$ cat config.mk
export PLATFORM = sky130hd
export DESIGN_NAME = slist_node_ctrl
export DESIGN_NICKNAME = d
export VERILOG_FILES = /design/src/rtl/slist_pkg.sv /design/src/rtl/slist_backoff.sv /design/src/rtl/slist_inv_walk.sv /design/src/rtl/slist_node_ctrl.sv
export SDC_FILE = /design/constraint.sdc
export NUM_CORES = 1
export LEC_CHECK = 0
export BUFFER_PORTS_ARGS = -buffer_cell sky130_fd_sc_hd__buf_2
export CAP_MARGIN = 0
export CORE_MARGIN = 1.5
export CORE_UTILIZATION = 41
export DETAILED_ROUTE_END_ITERATION = 12
export PLACE_DENSITY = 0.78
export SLEW_MARGIN = 20
export SYNTH_ARGS = -nofsm -noshare
export SYNTH_HDL_FRONTEND = slang
export SYNTH_HIERARCHICAL = 1
export SYNTH_SLANG_ARGS = --single-unit
$ cat constraint.sdc
create_clock -name clk -period 1.85 [get_ports clk]
set_input_delay 0.37 -clock clk [delete_from_list [all_inputs] [get_ports clk]]
set_output_delay 0.37 -clock clk [all_outputs]
set_load 0.02 [all_outputs]
$ cat src/rtl/slist_pkg.sv
package slist_pkg;
  typedef enum logic [2:0] {
    LS_INVALID  = 3'd0,
    LS_PEND_RD  = 3'd1,
    LS_PEND_WR  = 3'd2,
    LS_SH_HEAD  = 3'd3,
    LS_SH_MID   = 3'd4,
    LS_MOD_HEAD = 3'd5
  } line_st_e;

  typedef enum logic [1:0] {
    MSG_INV  = 2'd0,
    MSG_ACK  = 2'd1,
    MSG_BUSY = 2'd2
  } msg_e;
endpackage

$ cat src/rtl/slist_backoff.sv
module slist_backoff #(
  parameter int BACKOFF_W = 4
) (
  input  logic                 clk,
  input  logic                 rst_n,
  input  logic                 start,
  input  logic [BACKOFF_W-1:0] load_val,
  output logic                 fire
);
  logic [BACKOFF_W-1:0] cnt_q;
  logic                 wait_q;

  assign fire = wait_q && (cnt_q == '0);

  always_ff @(posedge clk) begin
    if (!rst_n) begin
      cnt_q  <= '0;
      wait_q <= 1'b0;
    end else if (start) begin
      cnt_q  <= load_val;
      wait_q <= 1'b1;
    end else if (fire) begin
      wait_q <= 1'b0;
    end else if (wait_q) begin
      cnt_q <= cnt_q - 1'b1;
    end
  end
endmodule

$ cat src/rtl/slist_inv_walk.sv
module slist_inv_walk #(
  parameter int NODE_W = 4
) (
  input  logic              clk,
  input  logic              rst_n,
  input  logic              start,
  input  logic [NODE_W-1:0] start_ptr,
  input  logic              ack_v,
  input  logic              busy_v,
  input  logic [NODE_W-1:0] msg_src,
  input  logic [NODE_W-1:0] msg_fwd,
  input  logic              retry_fire,
  output logic              inv_v,
  output logic [NODE_W-1:0] inv_dst,
  output logic              active,
  output logic              done,
  output logic              busy_hit
);
  function automatic logic ptr_is_end(input logic [NODE_W-1:0] p);
    return &p;
  endfunction

  logic              active_q, inv_q, done_q;
  logic [NODE_W-1:0] target_q;
  logic              from_target, ack_hit;

  assign from_target = active_q && (msg_src == target_q);
  assign ack_hit     = ack_v && from_target;
  assign busy_hit    = busy_v && from_target;
  assign inv_v       = inv_q;
  assign inv_dst     = target_q;
  assign active      = active_q;
  assign done        = done_q;

  always_ff @(posedge clk) begin
    if (!rst_n) begin
      active_q <= 1'b0;
      inv_q    <= 1'b0;
      done_q   <= 1'b0;
      target_q <= '1;
    end else begin
      inv_q  <= 1'b0;
      done_q <= 1'b0;
      if (start) begin
        if (ptr_is_end(start_ptr)) begin
          done_q <= 1'b1;
        end else begin
          active_q <= 1'b1;
          target_q <= start_ptr;
          inv_q    <= 1'b1;
        end
      end else if (ack_hit) begin
        if (ptr_is_end(msg_fwd)) begin
          active_q <= 1'b0;
          done_q   <= 1'b1;
        end else begin
          target_q <= msg_fwd;
          inv_q    <= 1'b1;
        end
      end else if (retry_fire && active_q) begin
        inv_q <= 1'b1;
      end
    end
  end
endmodule

$ cat src/rtl/slist_node_ctrl.sv
module slist_node_ctrl
  import slist_pkg::*;
#(
  parameter int NODE_W    = 4,
  parameter int BACKOFF_W = 4
) (
  input  logic                 clk,
  input  logic                 rst_n,
  input  logic [BACKOFF_W-1:0] cfg_backoff,
  input  logic                 loc_req_valid,
  input  logic                 loc_req_write,
  output logic                 loc_req_ready,
  output logic                 loc_done,
  output logic                 mem_req_valid,
  output logic                 mem_req_write,
  input  logic                 mem_rsp_valid,
  input  logic                 mem_rsp_busy,
  input  logic                 mem_rsp_head,
  input  logic [NODE_W-1:0]    mem_rsp_fwd,
  input  logic                 net_in_valid,
  input  logic [1:0]           net_in_kind,
  input  logic [NODE_W-1:0]    net_in_src,
  input  logic [NODE_W-1:0]    net_in_fwd,
  output logic                 inv_out_valid,
  output logic [NODE_W-1:0]    inv_out_dst,
  output logic                 rep_out_valid,
  output logic                 rep_out_busy,
  output logic [NODE_W-1:0]    rep_out_dst,
  output logic [NODE_W-1:0]    rep_out_fwd,
  output logic [2:0]           line_state,
  output logic [NODE_W-1:0]    fwd_ptr
);
  localparam logic [NODE_W-1:0] END_PTR = '1;

  line_st_e          state_q;
  logic [NODE_W-1:0] fwd_q, rep_dst_q, rep_fwd_q;
  logic              done_q, mreq_q, mreq_w_q, rep_v_q, rep_b_q;

  // named events for the checker
  logic              foreign_inv, pending, walk_active, txn_open, accept;
  logic              rsp_data, rsp_busy, head_wr, walk_start, walk_done;
  logic              walk_busy_hit, retry_fire, bo_start, mem_retry;
  logic              net_ack, net_busy;
  logic [NODE_W-1:0] walk_ptr;

  assign foreign_inv = net_in_valid && (net_in_kind == MSG_INV);
  assign net_ack     = net_in_valid && (net_in_kind == MSG_ACK);
  assign net_busy    = net_in_valid && (net_in_kind == MSG_BUSY);
  assign pending     = (state_q == LS_PEND_RD) || (state_q == LS_PEND_WR);
  assign txn_open    = pending || walk_active;
  assign loc_req_ready = !txn_open && !foreign_inv;
  assign accept      = loc_req_valid && loc_req_ready;
  assign rsp_data    = mem_rsp_valid && !mem_rsp_busy && pending;
  assign rsp_busy    = mem_rsp_valid && mem_rsp_busy && pending;
  assign head_wr     = accept && loc_req_write && (state_q == LS_SH_HEAD);
  assign walk_start  = head_wr || (rsp_data && (state_q == LS_PEND_WR));
  assign walk_ptr    = head_wr ? fwd_q : mem_rsp_fwd;
  assign bo_start    = rsp_busy || walk_busy_hit;
  assign mem_retry   = retry_fire && pending;

  slist_backoff #(.BACKOFF_W(BACKOFF_W)) u_backoff (
    .clk(clk), .rst_n(rst_n), .start(bo_start), .load_val(cfg_backoff),
    .fire(retry_fire)
  );

  slist_inv_walk #(.NODE_W(NODE_W)) u_walk (
    .clk(clk), .rst_n(rst_n), .start(walk_start), .start_ptr(walk_ptr),
    .ack_v(net_ack), .busy_v(net_busy), .msg_src(net_in_src),
    .msg_fwd(net_in_fwd), .retry_fire(retry_fire),
    .inv_v(inv_out_valid), .inv_dst(inv_out_dst), .active(walk_active),
    .done(walk_done), .busy_hit(walk_busy_hit)
  );

  always_ff @(posedge clk) begin
    if (!rst_n) begin
      state_q   <= LS_INVALID;
      fwd_q     <= END_PTR;
      done_q    <= 1'b0;
      mreq_q    <= 1'b0;
      mreq_w_q  <= 1'b0;
      rep_v_q   <= 1'b0;
      rep_b_q   <= 1'b0;
      rep_dst_q <= '0;
      rep_fwd_q <= END_PTR;
    end else begin
      done_q  <= 1'b0;
      mreq_q  <= 1'b0;
      rep_v_q <= 1'b0;
      if (foreign_inv) begin
        rep_v_q   <= 1'b1;
        rep_dst_q <= net_in_src;
        rep_b_q   <= txn_open;
        rep_fwd_q <= txn_open ? END_PTR : fwd_q;
        if (!txn_open) begin
          state_q <= LS_INVALID;
          fwd_q   <= END_PTR;
        end
      end
      if (accept) begin
        case (state_q)
          LS_INVALID: begin
            state_q  <= loc_req_write ? LS_PEND_WR : LS_PEND_RD;
            mreq_q   <= 1'b1;
            mreq_w_q <= loc_req_write;
          end
          LS_SH_HEAD: begin
            if (loc_req_write) begin
              state_q <= LS_MOD_HEAD;
              fwd_q   <= END_PTR;
            end else begin
              done_q <= 1'b1;
            end
          end
          LS_SH_MID: begin
            if (loc_req_write) begin
              state_q  <= LS_PEND_WR;
              mreq_q   <= 1'b1;
              mreq_w_q <= 1'b1;
            end else begin
              done_q <= 1'b1;
            end
          end
          LS_MOD_HEAD: done_q <= 1'b1;
          default: ;
        endcase
      end
      if (rsp_data) begin
        if (state_q == LS_PEND_RD) begin
          state_q <= mem_rsp_head ? LS_SH_HEAD : LS_SH_MID;
          fwd_q   <= mem_rsp_fwd;
          done_q  <= 1'b1;
        end else begin
          state_q <= LS_MOD_HEAD;
          fwd_q   <= END_PTR;
        end
      end
      if (mem_retry) begin
        mreq_q   <= 1'b1;
        mreq_w_q <= (state_q == LS_PEND_WR);
      end
    end
  end

  assign loc_done      = done_q || walk_done;
  assign mem_req_valid = mreq_q;
  assign mem_req_write = mreq_w_q;
  assign rep_out_valid = rep_v_q;
  assign rep_out_busy  = rep_b_q;
  assign rep_out_dst   = rep_dst_q;
  assign rep_out_fwd   = rep_fwd_q;
  assign line_state    = state_q;
  assign fwd_ptr       = fwd_q;
endmodule

==> results.txt, run 1 <==
The maximum clock skew at final layout came out at 4.78 ps. The synthesis warning total is 6. The post-detailed-placement cell area is 2270 µm².

In the routed layout, each cell is associated on average with a via count of 5.54. Counting along the longest clock path gives a buffer depth of 2. Entering global routing, the biggest net connects 23 pins. The arrival time reported for the critical path endpoint came out at 1970 ps.

The number of endpoints with negative hold slack in the final report is 0. In the layout the commonest cells are 50 x sky130_fd_sc_hd__buf_2, 29 x sky130_fd_sc_hd__buf_4, 28 x sky130_fd_sc_hd__dfxtp_1. The number of cell instances on the worst register-to-register path came out at 9. The floorplan step defined a core boundary enclosing 4120 µm². The clock tree synthesis step divided the H-tree into 2 levels. The mapped cell area came out at 1800 µm². The final hold slack is 308 ps. The count of max-cap constraint violations came out at 0. The number of buffers and inverters on the critical path came out at 0.

The count of pins over their slew limit is 0. Leaving out fill and tap cells, the most frequent cell in the layout is sky130_fd_sc_hd__buf_2. After clock tree synthesis, the clock-pin slew on the worst setup and hold paths is 70 ps. The kind of start point of the critical path is a flop.

For this design, the slowest cell found on the critical path is sky130_fd_sc_hd__dfxtp_2. The number of DRC violations after detailed-routing iteration 0 is 95. The tightest min-delay check is of the in -> reg type. For this design the static power due to leakage is 0.00110 µW. The period utilization is 0.970. The final layout contains routed wiring with a total length of 5280 µm. The synthesized netlist cell count is 215. The flow ran to the end, and the final reports show no timing, DRC or antenna violations. The non-filler instance count after layout came out at 345. For this run, design rule violations remaining after detail routing come to 0. The synthesized flop and latch total came out at 32. The largest stage delay on the critical path is 330 ps. The worst setup path is captured at a flop. The TritonCTS clock tree is built. The global routing usage summed across all routing layers came out at 0.217.

The overall die height is 69.3 µm. The final design area excluding fillers came out at 2520 µm². The number of antenna violations at the first check in global routing is 0. When the netlist entered floorplanning its net count stood at 243. Counting flops with a built-in enable in the synthesized netlist gives 0. The HPWL after detailed placement is 3660 µm.

Static timing analysis puts the maximum clock frequency at 557 MHz. The growth of design area from synthesis to finish is 40.0%. The final worst setup slack came out at 54.9 ps. The fraction of layout instances using a drive strength above 1 came out at 0.417. The wire length of the first global-routing pass is 8540 µm. For this configuration, the core starts out at a cell density of 0.438.

The data required time at the worst endpoint came out at 2030 ps. The die width came out at 69.3 µm. The number of global-route vias before repair came out at 1,865. The number of top-level pins is 52.

The highest net fanout along the worst path came out at 8. In this run the number of cells on the critical path is 9. The fraction of registers with async set or reset after synthesis is 0. The worst slew margin relative to its limit came out at 0.694. In this run the clock root is driven by a sky130_fd_sc_hd__clkbuf_8. The number of antenna diodes is 0. Of the synthesized area, sequential elements account for 0.355. The most used flip-flop cell after synthesis is sky130_fd_sc_hd__dfxtp_1. The global route total overflow came out at 0. The total iterations of the first detailed-routing run came out at 4. The transition at the pin with the smallest max-transition slack is 458 ps. The clock period could shrink to 1800 ps. The number of cells on the worst hold path is 2. The number of nets still failing antenna checks after routing is 0.

In this design, the largest share of critical-path delay is due to simple AND/OR/NAND/NOR gates. The later pin in the worst-skew pair is clocked with a latency of 290 ps. The total CTS buffers is 5. The average instance in the mapped netlist occupies 8.39 µm². Walking the worst path, the cells encountered are nand2b_4, nor2_4, nand3_4, mux2_4, nand4_1, nand2_2, o41ai_4, and3_1, o21ai_1. The die covers 4800 µm². The row count came out at 23. The average wire per standard cell came out at 15.3 µm. The net count of the finished layout is 322.

The pre-CTS setup slack is -204 ps. The final weighted congestion in routability-driven placement came out at 0.774. The number of different library cells used by synthesis comes to 54.

The number of setup violations in the final report came out at 0. The number of vias in the routed layout is 1,911. The number of clock sinks seen by CTS is 32. Setup repair after global routing could not meet its margin everywhere. The power density over cell area came out at 751 nW/µm². The setup path with the least slack is of type reg -> reg.

The highest ir drop seen on vdd came out at 0.394 mV. In this run the tool buffered the top-level ports with 51 buffer cells. The count of placed standard cells including taps is 328.
[synthesized netlist by cell type, types with 5 or more instances]
| cell | instances | area [µm²] |
|---|---|---|
| sky130_fd_sc_hd__nor2_1 | 20 | 75.1 |
| sky130_fd_sc_hd__o21ai_1 | 8 | 40.0 |
| sky130_fd_sc_hd__inv_1 | 12 | 45.0 |
| sky130_fd_sc_hd__dfxtp_1 | 32 | 641 |
| sky130_fd_sc_hd__a211oi_1 | 5 | 37.5 |
| sky130_fd_sc_hd__o21ai_0 | 9 | 45.0 |
| sky130_fd_sc_hd__a21oi_1 | 17 | 85.1 |
| sky130_fd_sc_hd__nand2_1 | 18 | 67.6 |
| sky130_fd_sc_hd__nand3_1 | 6 | 30.0 |
| sky130_fd_sc_hd__nand2b_1 | 6 | 37.5 |
| sky130_fd_sc_hd__nor3_1 | 6 | 30.0 |
| sky130_fd_sc_hd__mux2i_1 | 5 | 50.1 |
[final timing paths]
check                 startpoint           endpoint  slack [ps]
hold / removal    mem_rsp_fwd[1]         fwd_ptr[1]         310
setup reg to reg   u_walk/active  u_walk/inv_dst[0]          50
hold reg to reg    mem_req_write      mem_req_write         460
setup / recovery   u_walk/active  u_walk/inv_dst[0]          50
[routing by layer]
metal	wire [µm]	track usage	share of wire
met1	2240	0.279	0.42
met2	2600	0.358	0.49
met3	377	0.0596	0.071
met4	57	0.0566	0.011
met5	0	0	0
[state kept, by name, summed over array words and instances (netlist names)]
name and count:
u_backoff/wait_q 1, u_walk/inv_dst 4, rep_out_dst 4, line_state 3
rep_out_busy 1, u_walk/inv_v 1, u_walk/done 1, mem_req_write 1
fwd_ptr 4, rep_out_fwd 4, done_q 1, rep_out_valid 1
u_backoff/cnt_q 4, mem_req_valid 1, u_walk/active 1
[repair_timing]
action	in CTS	in global routing
setup buffers	7	2
pin swaps	5	7
resized for setup	3	15
hold buffers	0	0
setup endpoints to repair	6	8
[kinds of logic after synthesis]
group	count (synthesis)	synth area share
AOI/OAI and AO/OA	60	0.227
buffers and inverters	21	0.0520
adders and majority gates	2	0.0139
DFF	32	0.355
and+or+nand+nor	87	0.280
xor gates and xnor gates	4	0.0194
muxes	9	0.0527
[power by group]
| part | leakage [µW] | switching [µW] | internal [µW] |
|---|---|---|---|
| Sequential | 0.000262 | 34.6 | 728 |
| Clock | 0.0000434 | 286 | 301 |
| Combinational | 0.000796 | 293 | 254 |
[layout make-up]
| class | count | area [µm²] |
|---|---|---|
| clock inverter | 2 | 15.0 |
| sequential | 32 | 648 |
| multi-input combinational | 162 | 1180 |
| fill | 376 | 1590 |
| tap | 50 | 62.6 |
| inverter | 12 | 45.0 |
| timing repair buffer | 81 | 490 |
| clock buffer | 6 | 82.6 |
[per-stage QoR]
step | setup TNS, ps | power, µW | utilization
after floorplan | -11.0 | 1090 | -
after global placement | -501 | 1230 | 0.553
after detailed placement | -817 | 1240 | 0.553
after CTS | 0 | 1870 | 0.593
after global routing | -54.1 | 2000 | 0.613
final | 0 | 1900 | 0.613
No activity file was read; power rests on OpenSTA's default activity.
==> inputs of run 2 (changes only) <==
PLACE_DENSITY = 0.76   (was 0.78)
SYNTH_HIERARCHICAL = unset   (was 1)
clock period = 1.8 ns   (was 1.85 ns; I/O delays follow)
==> run 2 against run 1 <==
Effect of this change: critical path depth fell by 4; first-iteration DRC count fell by 31%; flip-flop and latch count did not move; total power fell by 2.0%; largest cell class unchanged; clock skew rose by 1.6 ps; core utilization rose by 0.41 points.
==> results.txt, run 2 <==
The flow ran to the end, and the final reports show no timing, DRC or antenna violations. The number of nets in the layout came out at 304. The type of the setup path with the least slack is reg -> out. The highest ir drop seen on vdd is 0.449 mV.

The startpoint identified for the worst register-to-register timing path is line_state[2]. The count of buffers inserted at the top-level ports is 51. The final hold slack is 318 ps.

The most used flip-flop cell after synthesis is sky130_fd_sc_hd__dfxtp_1. By count the netlist is led by 32 x sky130_fd_sc_hd__dfxtp_1, 24 x sky130_fd_sc_hd__nand2_1, 15 x sky130_fd_sc_hd__nor2_1, 11 x sky130_fd_sc_hd__a21oi_1, 10 x sky130_fd_sc_hd__clkbuf_1. Ranked by total cell area, the synthesized netlist is headed by sky130_fd_sc_hd__dfxtp_1 39%, sky130_fd_sc_hd__nand2_1 5.5%, sky130_fd_sc_hd__nor2_1 3.4%.

The sequential share of the synthesized area came out at 0.389. Setup slack on the worst reg-to-reg path comes out at 80 ps. The fraction of registers with async set or reset after synthesis is 0. The post-detailed-placement cell area is 2160 µm². The number of antenna diodes came out at 0. In the synthesized netlist, the number of instances is 198. The shortest clock period the worst path allows after layout came out at 1720 ps. The number of buffers between clock root and the deepest sink came out at 2. The worst hold path begins at cfg_backoff[1]. The total CTS buffers came out at 5. Counting instances, the worst hold path has a depth of 3. The number of clock sinks seen by CTS came out at 32. The number of vias in the routed layout is 1,763. The synthesized flop and latch total came out at 32. The highest net fanout along the worst path came out at 12. The number of setup violations in the final report came out at 0. For the worst setup path, the data required time is 1440 ps.

The number of hold buffers added after cts is 0. The switching share of power came out at 0.278. The nature of the critical path endpoint is a primary output. The arrival time reported for the critical path endpoint came out at 1360 ps. Across all setup checks in the final design, the least slack found is 75.6 ps.

The power density over cell area came out at 804 nW/µm². The mapped cell area is 1650 µm². The count of placed standard cells including taps came out at 317. The global route total overflow is 0. The number of cell instances on the worst register-to-register path came out at 5.

The worst min-delay path endpoint is u_backoff.cnt_q[1]. Of the post-synthesis cell area, the dominant cell type holds 0.389. The initial utilization of the core area, before any placement, comes to 0.440. In this run the tightest slew margin relative to its limit is 0.714. The area of the core came out at 3740 µm².

The die width came out at 66.4 µm. The number of enable-type register cells in the synthesized netlist came out at 0. At the pin with the least slew margin, the transition time is 429 ps. The aggregate routed wire length came out at 4530 µm. The number of nets still failing antenna checks after routing is 0. The standby leakage power came out at 0.00104 µW.

Leaving out fill and tap cells, the most frequent cells in the layout are 50 x sky130_fd_sc_hd__buf_2, 31 x sky130_fd_sc_hd__dfxtp_1, 31 x sky130_fd_sc_hd__buf_4. The internal portion of total power came out at 1340 µW. The final design area excluding fillers came out at 2310 µm². The buffers inserted during post-CTS setup optimization came out at 0. The leading cell type by number of instances after synthesis is sky130_fd_sc_hd__dfxtp_1. The latest clock arrival within the worst-skew pair came out at 280 ps. Of the total power, the clock network draws 0.363. The number of distinct standard cells referenced by the synthesized netlist is 45. The count of max-cap constraint violations is 0. At the end of routability-driven placement, the weighted congestion stood at 0.861. The global routing usage summed across all routing layers came out at 0.220. The wire length of the first global-routing pass is 7270 µm. The number of endpoints with negative hold slack in the final report is 0. Counting the fill cells in the layout gives 334.

The cell accounting for the most synthesized area is sky130_fd_sc_hd__dfxtp_1. The worst setup path is launched from a flop. The post-synthesis average cell area is 8.31 µm². The combinational share of power came out at 0.225. Measured along the y axis, the die boundary spans 66.4 µm.

The detail-routed via count per cell is 5.42. The largest net degree at the start of global routing came out at 21. The row count is 22. The worst register-to-register path ends at u_walk.inv_dst[3]. For this design the total switching power over the nets is 517 µW.

The number of antenna violations at the first check in global routing is 0. The combined area of the multi-input logic cells came out at 973 µm². The clock-pin slew on the worst setup and hold paths is 70 ps. The final design utilization is 0.617. The post-cts resize count came out at 3. The number of DRC violations after detailed routing is 0. The number of nets in the synthesized netlist is 226.

The pre-CTS setup slack is -116 ps. The share of total power dissipated in sequential elements is 0.413. The die area came out at 4400 µm². Yosys printed 0 warnings.

The period utilization came out at 0.958. The H-tree was split into 2 levels. The area growth from synthesis to layout is 40.5%. After the flow finishes, the layout carries non-filler instances totaling 325. After detailed routing, the average wire length per cell comes to 13.9 µm. The number of global-route vias before repair came out at 1,603. For this block, the initial DRC count from the detailed router was 66. Setup repair after global routing left no endpoint under its margin. The root buffer cell chosen for the clock tree is sky130_fd_sc_hd__clkbuf_8. The count of pins over their slew limit came out at 0. The TritonCTS clock tree is built. The post-detailed-placement half-perimeter wirelength came out at 3430 µm. The path type of the worst min-delay path is in -> reg. The number of top-level pins is 52.

The total area of sequential cells came out at 642 µm². The highest attainable clock frequency is 580 MHz. The total iterations of the first detailed-routing run came out at 4. In the final layout, the share of cells above drive strength 1 is 0.372. The maximum clock skew at final layout is 6.39 ps.

Leaving out fill and tap cells, the most frequent cell in the layout is sky130_fd_sc_hd__buf_2.
## run 2: logic make-up (layout without fill, tap and decap cells)
kind of cell    Yosys count  after routing  share of synthesized area
simple gates             76             76                      0.237
compound gates           58             58                      0.256
mux                       2              2                     0.0129
flops                    32             32                      0.389
fa+ha+maj                 2              2                     0.0152
buf+inv                  20             99                     0.0464
xor+xnor                  8              8                     0.0426
## run 2: metal layers
layer	up-vias	part of all wire	GRT usage
met2	47	0.49	0.363
met3	6	0.048	0.0528
met4	0	0.017	0.0918
li1	893	-	-
met1	817	0.44	0.271
met5	-	0	0
## run 2: stage by stage
stage	setup TNS (ps)	total power, µW
6_report	0	1860
5_1_grt	0	1950
4_1_cts	0	1850
3_5_place_dp	-415	1170
3_3_place_gp	-271	1170
2_1_floorplan	-97.9	1010
## run 2: power groups by stage
stage / Clock (µW) / Combinational, µW / Sequential [µW]
6_report: 674 / 417 / 767
5_1_grt: 721 / 455 / 771
4_1_cts: 686 / 404 / 765
3_5_place_dp: 0 / 392 / 781
3_3_place_gp: 0 / 387 / 780
2_1_floorplan: 0 / 199 / 809
## run 2: worst max path at each step
stage / from / end / slack (ps) / depth (start not counted)
after global routing: line_state[1] / loc_req_ready / 1 / 5
after detailed placement: net_in_valid / u_walk.inv_dst[3] / -120 / 6
after floorplan: net_in_valid / u_walk.inv_dst[3] / -100 / 6
final: line_state[1] / loc_req_ready / 80 / 5
after global placement: net_in_valid / u_walk.inv_dst[3] / -90 / 6
after CTS: line_state[0] / loc_req_ready / 40 / 5
## run 2: final cells by class
type | instances | area share
Tap cell | 48 | 0.0260
Inverter | 9 | 0.0146
Clock inverter | 2 | 0.0152
Multi-Input combinational cell | 146 | 0.421
Clock buffer | 6 | 0.0314
Sequential cell | 32 | 0.278
Timing Repair Buffer | 82 | 0.214
## run 2: critical path: stages, from the launching register on
cell,delay (ps)
sky130_fd_sc_hd__dfxtp_1,330
sky130_fd_sc_hd__buf_4,210
sky130_fd_sc_hd__xnor2_4,140
sky130_fd_sc_hd__o21bai_2,100
sky130_fd_sc_hd__nor2_2,140
sky130_fd_sc_hd__buf_4,160
==> inputs of run 3 (changes only) <==
PLACE_DENSITY = 0.65   (was 0.76)
==> run 3 against run 2 <==
Effect of this change: non-clock buffer count up 2; register-to-register slack worse by 30 ps; die area unchanged; flip-flop and latch count unchanged; critical endpoint is now u_walk.inv_dst[3]; clock power up 12%; final cell count up 0.62%.
==> results.txt, run 3 (same netlist as run 2, synthesis figures left out) <==
The post-detailed-placement cell area came out at 2170 µm². The clock tree root driver cell is sky130_fd_sc_hd__clkbuf_8. The number of nets in the layout came out at 306. Clock-pin slew was measured on the worst setup and hold paths at 70 ps. For this design the total switching power over the nets is 525 µW. The internal portion of total power came out at 1430 µW. Following the worst setup path forward leads to its endpoint at u_walk.inv_dst[3]. At the end of the flow the core is filled with cells to 0.626.

The die width came out at 66.4 µm. The final hold slack came out at 292 ps. The combinational share of power came out at 0.220. The number of vias in the routed layout came out at 1,777. The period utilization came out at 0.974. The number of antenna violations at the first check in global routing is 0. STA classifies the critical path endpoint as a flop. Before antenna repair, the detailed router went through 4 iterations. Compared with the post-synthesis result, the final layout area differs by 42.4%.

The number of endpoints with negative hold slack in the final report came out at 0. The worst hold path begins at cfg_backoff[1]. The data required time at the worst endpoint came out at 1980 ps. The final layout contains routed wiring with a total length of 4490 µm. The switching share of power came out at 0.269. The highest ir drop seen on vdd came out at 0.663 mV. The post-detailed-placement half-perimeter wirelength came out at 3430 µm.

The count of max-cap constraint violations is 0. The overall die height is 66.4 µm. The number of setup violations in the final report came out at 0. The count of fill cells added during filler insertion came out at 359. The largest net degree at the start of global routing came out at 21. Clock tree synthesis found a total of 32 sinks. The number of nets still failing antenna checks after routing came out at 0. The share of total power dissipated in the clock network is 0.387. During placement, the flow inserted port buffers numbering 51. The number of buffers between clock root and the deepest sink came out at 2. TritonCTS built the clock tree. The worst slew margin relative to its limit came out at 0.690. The wire length of the first global-routing pass came out at 6930 µm. In the final layout, the share of cells above drive strength 1 is 0.384. Data arrives at the worst endpoint at 1930 ps.

The count of H-tree levels built during CTS came out at 2. Leaving out fill and tap cells, the most frequent cell in the layout is sky130_fd_sc_hd__buf_2. At the pin with the least slew margin, the transition time is 465 ps.

The flow ran to the end, and the final reports show no timing, DRC or antenna violations. The total overflow left after global routing is 0. The kind of start point of the critical path is a flop. The area of the core came out at 3740 µm². In this run the critical register-to-register path is launched from line_state[2]. Dividing the detail-routed via count by the number of cells gives 5.43. Along the worst path, the maximum fanout reaches 4. The average wire per standard cell came out at 13.7 µm.

The power density over cell area is 834 nW/µm². In this run the worst setup path begins at line_state[2]. The critical register-to-register path endpoint is u_walk.inv_dst[3].

For this run, design rule violations remaining after detail routing come to 0. For the worst-skew pair, the clock arrives at the later sink with an insertion delay of 290 ps. The final weighted congestion in routability-driven placement is 0.848.

For this design, the CTS-stage hold fixing added 0 buffers. The number of antenna diodes is 0. The shortest clock period the worst path allows after layout came out at 1750 ps.

The worst setup path is of the reg -> reg kind. The number of top-level pins is 52. In this run, the number of DRC markers left after iteration 0 of detailed routing was 112. For the final database, setup skew stands at 5.24 ps. The total chip power is 1950 µW.

The die area came out at 4400 µm². The count of pins over their slew limit came out at 0. In the layout the commonest cells are 50 x sky130_fd_sc_hd__buf_2, 34 x sky130_fd_sc_hd__buf_4, 30 x sky130_fd_sc_hd__dfxtp_1. The highest attainable clock frequency came out at 570 MHz. The number of global-route vias before repair came out at 1,570.

The finished cells cover 2340 µm². The minimum setup slack among reg-to-reg paths is 50 ps. TritonCTS created 5 clock buffers. The standby leakage power is 0.00106 µW. The row count came out at 22. The number of cell instances on the worst register-to-register path is 5. The initial utilization of the core area, before any placement, comes to 0.440. For this run, the total global-route usage over all layers was measured as 0.209.

The path type of the worst min-delay path is in -> reg. The share of total power dissipated in sequential elements is 0.393.
[run 3: what timing repair did]
action	CTS	global route
buffers inserted	0	1
pin swaps	0	1
endpoints found under the setup margin	1	7
resized for setup	2	8
[run 3: power by group through the flow]
stage	Sequential (µW)	Clock, µW	Combinational, µW
6_report	768	756	430
5_1_grt	770	802	468
4_1_cts	766	773	411
3_5_place_dp	782	0	400
3_3_place_gp	782	0	398
2_1_floorplan	809	0	199
[run 3: worst min-delay path by stage]
stage                              end  slack [ps]  cells after the start
global route        u_backoff.cnt_q[1]         310                      3
floorplan           u_backoff.cnt_q[1]         490                      2
finish              u_backoff.cnt_q[1]         290                      3
CTS                 u_backoff.cnt_q[1]         300                      3
global placement        rep_out_dst[1]         440                      2
detailed placement      rep_out_dst[1]         440                      2
[run 3: through the flow]
stage | setup TNS, ps | setup WS [ps] | instances
2_1_floorplan | -97.9 | -97.9 | 198
3_3_place_gp | -379 | -116 | 318
3_5_place_dp | -462 | -127 | 318
4_1_cts | 0 | 5.21 | 326
5_1_grt | -7.29 | -7.29 | 327
6_report | 0 | 46.3 | 327
[run 3: cell type report]
cell class | instances | area, µm² | area share
multi-input cells | 146 | 973 | 0.416
well taps | 48 | 60.1 | 0.0256
clock buffers | 7 | 96.3 | 0.0411
clock inverters | 1 | 30.0 | 0.0128
repair buffers | 84 | 505 | 0.216
flip-flops and latches | 32 | 643 | 0.275
inverters | 9 | 33.8 | 0.0144
[run 3: per-layer routing]
metal / global-route usage / wire length, µm / vias to the layer above
li1: - / - / 896
met1: 0.252 / 2000 / 810
met2: 0.350 / 2190 / 64
met3: 0.0681 / 247 / 7
met4: 0.0612 / 57 / 0
met5: 0 / 0 / -
[run 3: worst max-delay path: stages (launching register included)]
cell                       delay [ps]
sky130_fd_sc_hd__dfxtp_1          340
sky130_fd_sc_hd__nand3b_1         210
sky130_fd_sc_hd__or4_1            460
sky130_fd_sc_hd__o22a_4           210
sky130_fd_sc_hd__a21boi_4         140
sky130_fd_sc_hd__o32a_1           290
